--- src/rtl/adc_deser_pkg.sv ---
package adc_deser_pkg;
  typedef enum logic [1:0] {
    CHK_PASS   = 2'd0,
    CHK_SYNC   = 2'd1,
    CHK_DESKEW = 2'd2
  } chk_mode_e;
endpackage

--- src/rtl/adc_deser_frame_timer.sv ---
module adc_deser_frame_timer #(
  parameter int WORD_W = 12,
  localparam int SLIP_W = $clog2(WORD_W)
) (
  input  logic              clk,
  input  logic              rst,
  input  logic              frame_clk_i,
  input  logic              slip_i,
  output logic              frame_edge_o,
  output logic [SLIP_W-1:0] slip_off_o,
  output logic              primed_o
);
  logic frm_q;

  // rising edge of the sampled frame clock: cycle carrying a word's first bits
  assign frame_edge_o = frame_clk_i & ~frm_q;

  always_ff @(posedge clk) begin
    if (rst) begin
      frm_q      <= 1'b0;
      slip_off_o <= '0;
      primed_o   <= 1'b0;
    end else begin
      frm_q <= frame_clk_i;
      if (frame_edge_o) primed_o <= 1'b1;
      if (slip_i) begin
        if (slip_off_o == SLIP_W'(WORD_W - 1)) slip_off_o <= '0;
        else                                   slip_off_o <= slip_off_o + 1'b1;
      end
    end
  end
endmodule

--- src/rtl/adc_deser_lane_capture.sv ---
module adc_deser_lane_capture #(
  parameter int WORD_W = 12,
  parameter int BPC    = 2,
  localparam int SLIP_W = $clog2(WORD_W),
  localparam int HQ     = 2 * WORD_W,
  localparam int HW     = HQ + BPC,
  localparam int SHW    = $clog2(HW)
) (
  input  logic              clk,
  input  logic              rst,
  input  logic [BPC-1:0]    bits_i,
  input  logic              frame_edge_i,
  input  logic              load_out_i,
  input  logic [SLIP_W-1:0] slip_off_i,
  input  logic              msb_first_i,
  output logic [WORD_W-1:0] raw_o,
  output logic [WORD_W-1:0] word_o
);
  logic [HQ-1:0]     hist_q;
  logic [HW-1:0]     hist_next;
  logic [SHW-1:0]    base;
  logic [WORD_W-1:0] window;
  logic [WORD_W-1:0] reversed;

  // newest bits enter at the top; the later bit of a cycle sits highest
  assign hist_next = {bits_i, hist_q};
  // in the edge cycle the previous word starts at index WORD_W; slips move it earlier
  assign base      = SHW'(WORD_W) - SHW'(slip_off_i);
  assign window    = hist_next[base +: WORD_W];

  always_comb begin
    for (int i = 0; i < WORD_W; i++) reversed[i] = raw_o[WORD_W-1-i];
  end

  always_ff @(posedge clk) begin
    if (rst) begin
      hist_q <= '0;
      raw_o  <= '0;
      word_o <= '0;
    end else begin
      hist_q <= hist_next[HW-1:BPC];
      if (frame_edge_i) raw_o  <= window;
      if (load_out_i)   word_o <= msb_first_i ? reversed : raw_o;
    end
  end
endmodule

--- src/rtl/adc_deser_lane_monitor.sv ---
module adc_deser_lane_monitor
  import adc_deser_pkg::*;
#(
  parameter int WORD_W   = 12,
  parameter int LOCK_N   = 4,
  parameter int UNLOCK_N = 2,
  localparam int CW = $clog2(LOCK_N + 1),
  localparam int MW = $clog2(UNLOCK_N + 1)
) (
  input  logic              clk,
  input  logic              rst,
  input  logic              chk_en_i,
  input  logic [1:0]        mode_i,
  input  logic [WORD_W-1:0] raw_i,
  output logic              locked_o,
  output logic              deskew_err_o
);
  logic [WORD_W-1:0] sync_pat;
  logic [WORD_W-1:0] alt_pat;
  logic [CW-1:0]     match_cnt;
  logic [MW-1:0]     miss_cnt;
  logic              sync_hit;
  logic              alt_hit;

  // patterns in received order: bit i is the i-th bit on the wire
  always_comb begin
    for (int i = 0; i < WORD_W; i++) begin
      sync_pat[i] = (i >= WORD_W / 2);
      alt_pat[i]  = ((i % 2) != 0);
    end
  end

  assign sync_hit = (raw_i == sync_pat);
  assign alt_hit  = (raw_i == alt_pat) || (raw_i == ~alt_pat);

  always_ff @(posedge clk) begin
    if (rst) begin
      match_cnt    <= '0;
      miss_cnt     <= '0;
      locked_o     <= 1'b0;
      deskew_err_o <= 1'b0;
    end else begin
      if (mode_i != CHK_DESKEW)  deskew_err_o <= 1'b0;
      else if (chk_en_i)         deskew_err_o <= ~alt_hit;

      if (chk_en_i && mode_i == CHK_SYNC) begin
        if (sync_hit) begin
          miss_cnt <= '0;
          if (match_cnt >= CW'(LOCK_N - 1)) locked_o  <= 1'b1;
          if (match_cnt != CW'(LOCK_N))     match_cnt <= match_cnt + 1'b1;
        end else begin
          match_cnt <= '0;
          if (miss_cnt >= MW'(UNLOCK_N - 1)) locked_o <= 1'b0;
          if (miss_cnt != MW'(UNLOCK_N))     miss_cnt <= miss_cnt + 1'b1;
        end
      end
    end
  end
endmodule

--- src/rtl/adc_lane_deserializer.sv ---
module adc_lane_deserializer #(
  parameter int LANES    = 8,
  parameter int WORD_W   = 12,
  parameter int BPC      = 2,
  parameter int LOCK_N   = 4,
  parameter int UNLOCK_N = 2,
  localparam int SLIP_W  = $clog2(WORD_W)
) (
  input  logic                    clk,
  input  logic                    rst,
  input  logic                    frame_clk_i,
  input  logic [LANES*BPC-1:0]    lane_bits_i,
  input  logic                    slip_i,
  input  logic                    msb_first_i,
  input  logic [1:0]              mode_i,
  output logic [LANES*WORD_W-1:0] word_o,
  output logic                    valid_o,
  output logic [LANES-1:0]        locked_o,
  output logic [LANES-1:0]        deskew_err_o
);
  logic              frame_edge;
  logic [SLIP_W-1:0] slip_off;
  logic              primed;
  logic              stage_vld;
  logic              load_out;

  adc_deser_frame_timer #(.WORD_W(WORD_W)) u_timer (
    .clk          (clk),
    .rst          (rst),
    .frame_clk_i  (frame_clk_i),
    .slip_i       (slip_i),
    .frame_edge_o (frame_edge),
    .slip_off_o   (slip_off),
    .primed_o     (primed)
  );

  assign load_out = frame_edge & stage_vld;

  always_ff @(posedge clk) begin
    if (rst) begin
      stage_vld <= 1'b0;
      valid_o   <= 1'b0;
    end else begin
      if (frame_edge) stage_vld <= primed;
      valid_o <= load_out;
    end
  end

  for (genvar l = 0; l < LANES; l++) begin : g_lane
    logic [WORD_W-1:0] raw;

    adc_deser_lane_capture #(.WORD_W(WORD_W), .BPC(BPC)) u_cap (
      .clk          (clk),
      .rst          (rst),
      .bits_i       (lane_bits_i[l*BPC +: BPC]),
      .frame_edge_i (frame_edge),
      .load_out_i   (load_out),
      .slip_off_i   (slip_off),
      .msb_first_i  (msb_first_i),
      .raw_o        (raw),
      .word_o       (word_o[l*WORD_W +: WORD_W])
    );

    adc_deser_lane_monitor #(.WORD_W(WORD_W), .LOCK_N(LOCK_N), .UNLOCK_N(UNLOCK_N)) u_mon (
      .clk          (clk),
      .rst          (rst),
      .chk_en_i     (load_out),
      .mode_i       (mode_i),
      .raw_i        (raw),
      .locked_o     (locked_o[l]),
      .deskew_err_o (deskew_err_o[l])
    );
  end
endmodule

--- config.mk ---
export PLATFORM = sky130hd
export DESIGN_NAME = adc_lane_deserializer
export DESIGN_NICKNAME = d
export VERILOG_FILES = /design/src/rtl/adc_deser_pkg.sv /design/src/rtl/adc_deser_frame_timer.sv /design/src/rtl/adc_deser_lane_capture.sv /design/src/rtl/adc_deser_lane_monitor.sv /design/src/rtl/adc_lane_deserializer.sv
export SDC_FILE = /design/constraint.sdc
export NUM_CORES = 1
export LEC_CHECK = 0
export ABC_AREA = 1
export BUFFER_PORTS_ARGS = -buffer_cell sky130_fd_sc_hd__buf_2
export CAP_MARGIN = 10
export CORE_UTILIZATION = 50
export CTS_CLUSTER_SIZE = 10
export DETAILED_ROUTE_END_ITERATION = 8
export GPL_ROUTABILITY_DRIVEN = 0
export PLACE_DENSITY = 0.78
export SKIP_CTS_REPAIR_TIMING = 1
export SLEW_MARGIN = 25
export SYNTH_ARGS = -nofsm -noshare
export SYNTH_HDL_FRONTEND = slang
export SYNTH_SLANG_ARGS = --single-unit
--- constraint.sdc ---
create_clock -name clk -period 2.9 [get_ports clk]
set_input_delay 0.145 -clock clk [delete_from_list [all_inputs] [get_ports clk]]
set_output_delay 0.145 -clock clk [all_outputs]
set_load 0.05 [all_outputs]
======== Word-level counts from Yosys, hierarchy flattened ========
Cells that the tools add are included.
storage, ports and cells
  register bits ........................... 448
  input port bits ......................... 23
  output and inout bits ................... 113
  word-level logic and storage cells ...... 288
cells by class
  add/sub/neg operators ................... 18
  $lt $le $gt $ge ......................... 16
  eq/ne operators ......................... 59
  shift-type cells ........................ 8
  multiplexer cells ....................... 65
  bitwise gates (word level) .............. 11
  reductions and logical operators ........ 50
operator list
  kind                                                                     number
  26-bit by 6-bit variable part select with 12-bit output                  8
  12-bit equality test, second input constant                              16
  12-bit by 11-bit equality test with 1-bit output, second input constant  8
  12-bit two-way mux                                                       8
  2-bit inequality test, second input constant                             25
  3-bit two-way mux                                                        16
  2-bit two-way mux                                                        16
  2-bit AND reduction                                                      16
  2-bit nonzero test                                                       16
  3-bit by 1-bit adder with 3-bit output, second input constant            8
  3-bit by 2-bit >= comparator with 1-bit output, second input constant    8
  1-bit two-way mux                                                        24
  3-bit inequality test, second input constant                             8
  3-bit AND reduction                                                      8
  2-bit by 1-bit adder with 2-bit output, second input constant            8
  2-bit by 1-bit >= comparator with 1-bit output, second input constant    8
  1-bit NOT                                                                9
  1-bit logical OR                                                         8
  4-bit by 4-bit subtractor with 5-bit output, first input constant        1
  4-bit by 1-bit adder with 4-bit output, second input constant            1
  4-bit equality test, second input constant                               1
  4-bit two-way mux                                                        1
  1-bit bitwise AND                                                        2
  2-bit by 1-bit equality test with 1-bit output, second input constant    1
  other kinds (2)                                                          2

======== Depth between registers and ports, before layout ========
Gate-level depths: netlist of the first run.
  word-level depth ........................ 5
  mapped depth ............................ 16

======== Modules after synthesis ========
A second synthesis of the first run with hierarchy kept.
second synthesis, totals
  cells, all modules ...................... 4,284
  area total of the unflattened synthesis .. 27,340.0 µm²
modules (own cells, without submodules)
  module                                         times used  cells each  area an instance (µm²)  sequential area each (µm²)
  adc_deser_lane_capture                         8           434         2,770.2                 960.9
  adc_deser_lane_monitor at g_lane[2].u_mon ...  6           98          606.8                   140.1
  adc_deser_lane_monitor at g_lane[0].u_mon ...  2           89          600.6                   140.1
  adc_deser_frame_timer                          1           35          257.7                   120.1
  adc_lane_deserializer                          1           11          78.8                    40.0

======== Worst setup path after synthesis of the first run ========
No wires, ideal clock.
  path kind ............................... register -> register
  start point ............................. register u_timer.slip_off_o[0]
  end point ............................... register g_lane[1].u_cap.raw_o[1]
  library setup time ...................... 0.132 ns
  arrival time ............................ 2.227 ns
  data required time ...................... 2.768 ns
  setup slack ............................. 0.541 ns
  stages on the path, launching flop included .. 15
  path buffers ............................ 6
  period minus slack after synthesis ...... 2.359 ns
  cell sequence ........................... dfxtp_1 -> buf_2 -> inv_2 -> buf_2 -> buf_2 -> ha_1 -> buf_2 -> clkinv_2 -> buf_2 -> clkbuf_1 -> nand3_1 -> nand3_1 -> nand3_1 -> a21oi_1 -> a21oi_1
on the way
  longest elaborated chain between the ends .. 2
ends and longest elaborated chain
  what                                                     RTL line                      RTL
  start: declaration                                       adc_deser_frame_timer.sv:10   output logic [SLIP_W-1:0] slip_off_o,
  start signal: assignment                                 adc_deser_frame_timer.sv:28   else slip_off_o <= slip_off_o + 1'b1;
  4-bit by 4-bit subtractor with 5-bit output              adc_deser_lane_capture.sv:28  assign base = SHW'(WORD_W) - SHW'(slip_off_i);
  26-bit by 6-bit variable part select with 12-bit output  adc_deser_lane_capture.sv:29  assign window = hist_next[base +: WORD_W];
  end signal: assignment                                   adc_deser_lane_capture.sv:42  if (frame_edge_i) raw_o <= window;
  end: declaration                                         adc_deser_lane_capture.sv:16  output logic [WORD_W-1:0] raw_o,
Every way passes these cells.
A chain may end at the register's enable or synchronous reset.

======== Worst setup path after layout of the first run ========
  start point ............................. register u_timer.slip_off_o[1]
  end point ............................... register g_lane[5].u_cap.raw_o[1]
on the way
  longest elaborated chain between the ends .. 2
ends and longest elaborated chain
  what                                                     RTL line
  4-bit by 4-bit subtractor with 5-bit output              adc_deser_lane_capture.sv:28
  26-bit by 6-bit variable part select with 12-bit output  adc_deser_lane_capture.sv:29
  end signal: assignment                                   adc_deser_lane_capture.sv:42
  end: declaration                                         adc_deser_lane_capture.sv:16
Every way passes these cells.

==> results.cfg, run 1 <==
[clock_tree]
htreeDepth = 2
cts-root-buf = clkbuf_16
tritoncts = yes
tritoncts_num_sinks = 448
clk_pin_slew_ns = 0.06
clkLatencyLatePin_ns = 0.60
clockBufferDepth = 3
cts-buffers-inserted = 51

[worst_setup_path]
critPathMaxFanout = 166
required_ns = 3.34
end_kind = flop
reg2reg_from = u_timer.slip_off_o[1]$_SDFFE_PP0P_
worst_setup_path_start_kind = flop
r2r_end = g_lane[5].u_cap.raw_o[1]$_SDFFE_PP0N_
r2r_cells = 8
ff2ff_setup_slack_ns = 0.54
criticalPathCategory = reg2reg
cp.arrival_ns = 2.80

[timing]
slew_headroom = 0.394
drv_slew = 0
finClkSkew_ns = 0.0142
post-route-min-period_ns = 2.36
worst_pin_slew_ns = 0.909
tns_ns = 0
rsz0062_at_grt = no
finalSetupViolCount = 0
finalHoldViolations = 3
period_share = 0.815
max_freq_ghz = 0.423
whs_ns = -0.0222

[worst_hold_path]
hp-start = mode_i[1]
min-delay-path-class = in2reg
holdPathEnd = g_lane[5].u_mon.deskew_err_o$_SDFFE_PP0P_
hold_depth = 5

[power]
power_leakage_nw = 11.9
ir_drop_uv = 418
p_per_area_nw_per_um2 = 573

[global_route]
antenna_found_initial = 0
grt_use_total = 0.277
grt_start_max_net_pins = 214
grt_pass1_wl_um = 118000
grt_pass1_vias = 24200
grt_overflow = 0

[synth]
syn_nets = 4142
synth_area_per_cell_um2 = 6.22
yosysWarnings = 0
ys_ff_latch = 448
seq_area_frac_synth = 0.354
synthCells = 4077
syn-cell-area_um2 = 25400
synth.distinct_cells = 31

[route]
via_per_inst = 5.65
wirelength_um = 72600
wl_per_cell_um = 15.4
dr.pass1.iters = 6
postRouteAntennaNets = 0
num_vias = 26700
drtIter0Drc = 2681
drcViolationCount = 0

[place]
dpl_cell_area_um2 = 26100
dp_cells = 4640
io_buffers = 135
detailed_place_hpwl_um = 47300

[finish]
post-route-util = 0.553
final_cells = 4722
antenna_cells = 0
fillers = 5042
drive_above_1_share = 0.0627
num-nets-final = 4105
final_area_um2 = 27700
syn_to_final_growth_pct = 9.18

[floorplanning]
die_area_um2 = 51600
die_y_um = 227
rows = 82
core_um2 = 50100
io_pins = 136
dieWidth_um = 227
start_util = 0.507

[run_status]
status = finished, violations left
violations = hold timing

[flow_run]
cap_viol_max_count = 0
-- state kept, by name, indices dropped and copies added, names as in the netlist, 4 cells and up --
name and count:
g_lane.u_cap.word_o 96, g_lane.u_mon.deskew_err_o 8, g_lane.u_mon.match_cnt 24, u_timer.slip_off_o 4
g_lane.u_cap.hist_q 192, g_lane.u_mon.miss_cnt 16, g_lane.u_cap.raw_o 96, g_lane.u_mon.locked_o 8
-- cell usage in the layout (no fill, tap or decap), types with 2 or more instances in the layout --
cell           netlist  routed
nand2_1           1002    1000
nand3_1            894     894
nor2_1             457     457
dfxtp_1            448     447
inv_1              340     339
o21ai_0            240     240
a21oi_1            200     200
buf_2              102     133
clkbuf_16            0      53
nor3_1              41      41
ha_1                42      41
nand4_1             31      31
buf_4               21      29
nor4_1              23      23
a22oi_1             20      20
dlygate4sd3_1        0      19
mux2i_1             17      17
buf_12               0      15
a211oi_1            10      10
clkbuf_1           124       8
nand3b_1             4       4
nand2_2              4       3
clkinv_2             1       3
inv_2                5       3
or2_0                3       3
inv_6                0       2
nor2_4               1       2
nand2_4              0       2
or2_1                2       2
-- synth_stat cells --
master,instances,share of area
a211oi_1,10,0.0030
a21oi_1,200,0.039
a22oi_1,20,0.0059
buf_1,33,0.0049
buf_2,102,0.020
buf_4,21,0.0062
buf_6,7,0.0031
clkbuf_1,124,0.018
clkinv_2,1,0.00020
dfxtp_1,448,0.35
ha_1,42,0.021
inv_1,340,0.050
inv_2,5,0.00074
mux2i_1,17,0.0067
nand2_1,1002,0.15
nand2_2,4,0.00099
nand3_1,894,0.18
nand3_2,1,0.00039
nand3b_1,4,0.0012
nand4_1,31,0.0076
nor2_1,457,0.068
nor2_2,1,0.00025
nor2_4,1,0.00044
nor3_1,41,0.0081
nor3_2,1,0.00039
nor3_4,1,0.00064
nor4_1,23,0.0057
o21ai_0,240,0.047
or2_0,3,0.00074
or2_1,2,0.00049
or2_2,1,0.00025
-- worst max path at each step --
stage                                             from                               endpoint  slack, ns
detailed placement  u_timer.slip_off_o[1]$_SDFFE_PP0P_  g_lane[5].u_cap.raw_o[1]$_SDFFE_PP0N_       0.64
finish              u_timer.slip_off_o[1]$_SDFFE_PP0P_  g_lane[5].u_cap.raw_o[1]$_SDFFE_PP0N_       0.54
global placement    u_timer.slip_off_o[1]$_SDFFE_PP0P_  g_lane[7].u_cap.raw_o[5]$_SDFFE_PP0N_       0.67
floorplan           u_timer.slip_off_o[0]$_SDFFE_PP0P_  g_lane[1].u_cap.raw_o[1]$_SDFFE_PP0N_       0.54
CTS                 u_timer.slip_off_o[1]$_SDFFE_PP0P_  g_lane[5].u_cap.raw_o[1]$_SDFFE_PP0N_       0.62
global route        u_timer.slip_off_o[1]$_SDFFE_PP0P_  g_lane[7].u_cap.raw_o[2]$_SDFFE_PP0N_       0.39
-- critical path, stage by stage (launching register included) --
cell and delay [ns]:
dfxtp_1 0.37, inv_1 0.10, ha_4 0.32, buf_12 0.54, nand3_1 0.20, nand3_1 0.15
nand3_1 0.13, a21oi_1 0.16, a21oi_1 0.09
-- metal layers --
layer | share of wire | wire, um | vias up | track usage
met3 | 0.066 | 4780 | 243 | 0.0354
li1 | - | - | 13200 | -
met1 | 0.41 | 29600 | 12100 | 0.340
met4 | 0.050 | 3650 | 0 | 0.152
met5 | 0 | 0 | - | 0
met2 | 0.48 | 34600 | 1095 | 0.470
-- area by class of cell --
cell class / count / area (um^2) / area share
clock buffer: 62 / 1370 / 0.0495
clock inverter: 1 / 5.00 / 0.000181
inverter: 346 / 1310 / 0.0473
multi-input combinational: 2996 / 13800 / 0.499
sequential: 448 / 8970 / 0.324
tap: 672 / 841 / 0.0304
timing repair buffer: 197 / 1390 / 0.0501
-- metrics by stage --
| step | hold slack, ns | worst slack, ns | total power [mW] |
|---|---|---|---|
| after detailed placement | 0.383 | 0.643 | 10.2 |
| after floorplan | 0.252 | 0.541 | 9.35 |
| after global routing | 0.00180 | 0.388 | 16.6 |
| after CTS | -0.241 | 0.617 | 15.9 |
| after global placement | 0.380 | 0.668 | 10.2 |
| final | -0.0222 | 0.536 | 15.9 |
-- kinds of logic after synthesis --
family | share of synthesized area
and+or+nand+nor | 0.419
buffers and inverters | 0.104
AOI/OAI and AO/OA | 0.0957
DFF | 0.354
adders and majority gates | 0.0207
muxes | 0.00671
-- power breakdown --
group | internal [mW] | switching (mW) | leakage (nW) | total (mW)
clock network | 3.25 | 2.47 | 0.674 | 5.72
logic | 1.07 | 2.45 | 7.63 | 3.51
registers | 6.39 | 0.252 | 3.64 | 6.64
total | 10.7 | 5.17 | 11.9 | 15.9
Note: power is estimated with default switching activity, not from simulation.
==> inputs of run 2 (changes only) <==
==> constraint.sdc (replaced) <==
create_clock -name clk -period 2.3 [get_ports clk]
set_input_delay 0.115 -clock clk [delete_from_list [all_inputs] [get_ports clk]]
set_output_delay 0.115 -clock clk [all_outputs]
set_load 0.05 [all_outputs]
==> results.cfg, run 2 (synthesis gave the netlist of run 1 again) <==
[run_status]
status = finished, final reports clean

[finish]
fillers = 4914
drive_above_1_share = 0.0684
syn_to_final_growth_pct = 11.1
final_cells = 4755
largest_register_ffs = 192
largest_registers = g_lane.u_cap.hist_q: 192 flops, g_lane.u_cap.raw_o: 96 flops, g_lane.u_cap.word_o: 96 flops
multiInputGateArea_um2 = 13800
seqCellArea_um2 = 8970
largest_register = g_lane.u_cap.hist_q
layout_commonest_cell = nand2_1
layout_common_cells = nand2_1, nand3_1, nor2_1
num-nets-final = 4135

[timing]
tns_ns = 0
slew_headroom = 0.455
rsz0062_at_grt = no
finalSetupViolCount = 0
finClkSkew_ns = 0.0147
finalHoldViolations = 0
period_share = 0.901
post-route-min-period_ns = 2.07
max_freq_ghz = 0.483
drv_slew = 0
worst_pin_slew_ns = 0.817

[route]
dr.pass1.iters = 6
wirelength_um = 72200
num_vias = 26600
via_per_inst = 5.60
wl_per_cell_um = 15.2
drcViolationCount = 0
drtIter0Drc = 2536
postRouteAntennaNets = 0

[place]
dp_cells = 4665
io_buffers = 135
detailed_place_hpwl_um = 48400

[global_route]
grt_pass1_wl_um = 117000
grt_use_total = 0.274
grt_pass1_vias = 23900
grt_overflow = 0
antenna_found_initial = 1
grt_start_max_net_pins = 204

[clock_tree]
cts-root-buf = clkbuf_16
cts-buffers-inserted = 51
tritoncts = yes
htreeDepth = 2
clk_pin_slew_ns = 0.05
clockBufferDepth = 3
tritoncts_num_sinks = 448
clkLatencyLatePin_ns = 0.61

[worst_setup_path]
ff2ff_setup_slack_ns = 0.23
critPathMaxFanout = 203
end_kind = flop
reg2reg_from = u_timer.slip_off_o[0]$_SDFFE_PP0P_
criticalPathCategory = reg2reg
critPathCapture = g_lane[2].u_cap.raw_o[2]$_SDFFE_PP0N_
r2r_cells = 10
worstSetupStartpoint = u_timer.slip_off_o[0]$_SDFFE_PP0P_
worst_setup_path_start_kind = flop
r2r_end = g_lane[2].u_cap.raw_o[2]$_SDFFE_PP0N_
cp.arrival_ns = 2.60
required_ns = 2.83

[floorplanning]
die_area_um2 = 51600
dieWidth_um = 227
rows = 82
io_pins = 136
start_util = 0.507
die_y_um = 227
core_um2 = 50100

[power]
ir_drop_uv = 645
p_total_mw = 20.2
p_per_area_nw_per_um2 = 718
power_leakage_nw = 12.2

[worst_hold_path]
min-delay-path-class = in2reg

[flow_run]
cap_viol_max_count = 0
==> run 2: where the power goes <==
| part | internal (mW) | switching (mW) | total [mW] |
|---|---|---|---|
| sequential | 8.05 | 0.311 | 8.36 |
| clock | 4.13 | 3.12 | 7.25 |
| combinational | 1.52 | 3.11 | 4.63 |
| total | 13.7 | 6.54 | 20.2 |
==> run 2: cell type report <==
class	instances	area share
clock buffer	61	0.0474
antenna	2	0.000178
timing repair buffer	227	0.0660
tap	672	0.0298
inverter	346	0.0466
multi-input combinational	2996	0.490
clock inverter	3	0.00195
sequential	448	0.318
==> run 2: per-layer routing <==
metal,wire length (um),vias to the layer above,track usage,share of wire
met5,0,-,0,0
met4,3800,0,0.149,0.053
met3,4810,238,0.0474,0.067
met2,34100,1077,0.460,0.47
met1,29400,12000,0.333,0.41
li1,-,13300,-,-
==> run 2: worst max-delay path, cell delays in order (launching register included) <==
cell and delay [ns]:
dfxtp_4 0.39, inv_6 0.08, buf_16 0.53, nand2_1 0.16, nand3_1 0.14, nand3_1 0.10
nand2_1 0.08, nand2_1 0.04, nand2_1 0.10, nand2_1 0.07, a21oi_1 0.14
==> run 2: how the worst min path moves through the flow <==
stage	startpoint	to	slack, ns	cells past startpoint
after detailed placement	frame_clk_i	u_timer.frm_q$_SDFF_PP0_	0.35	3
after CTS	lane_bits_i[5]	g_lane[2].u_cap.hist_q[23]$_SDFF_PP0_	-0.28	3
after global routing	mode_i[1]	g_lane[0].u_mon.deskew_err_o$_SDFFE_PP0P_	0.04	5
final	mode_i[1]	g_lane[4].u_mon.deskew_err_o$_SDFFE_PP0P_	0.03	5
after floorplan	lane_bits_i[0]	g_lane[0].u_cap.hist_q[22]$_SDFF_PP0_	0.22	2
after global placement	frame_clk_i	u_timer.frm_q$_SDFF_PP0_	0.35	3
==> run 2: through the flow <==
stage | utilization | worst slack [ns] | hold slack, ns | area [um^2]
floorplan | - | 0.00598 | 0.222 | 25400
global placement | 0.530 | 0.304 | 0.346 | 26500
detailed placement | 0.530 | 0.274 | 0.352 | 26500
CTS | 0.558 | 0.266 | -0.279 | 27900
global route | 0.563 | 0.0233 | 0.0361 | 28200
finish | 0.563 | 0.228 | 0.0320 | 28200
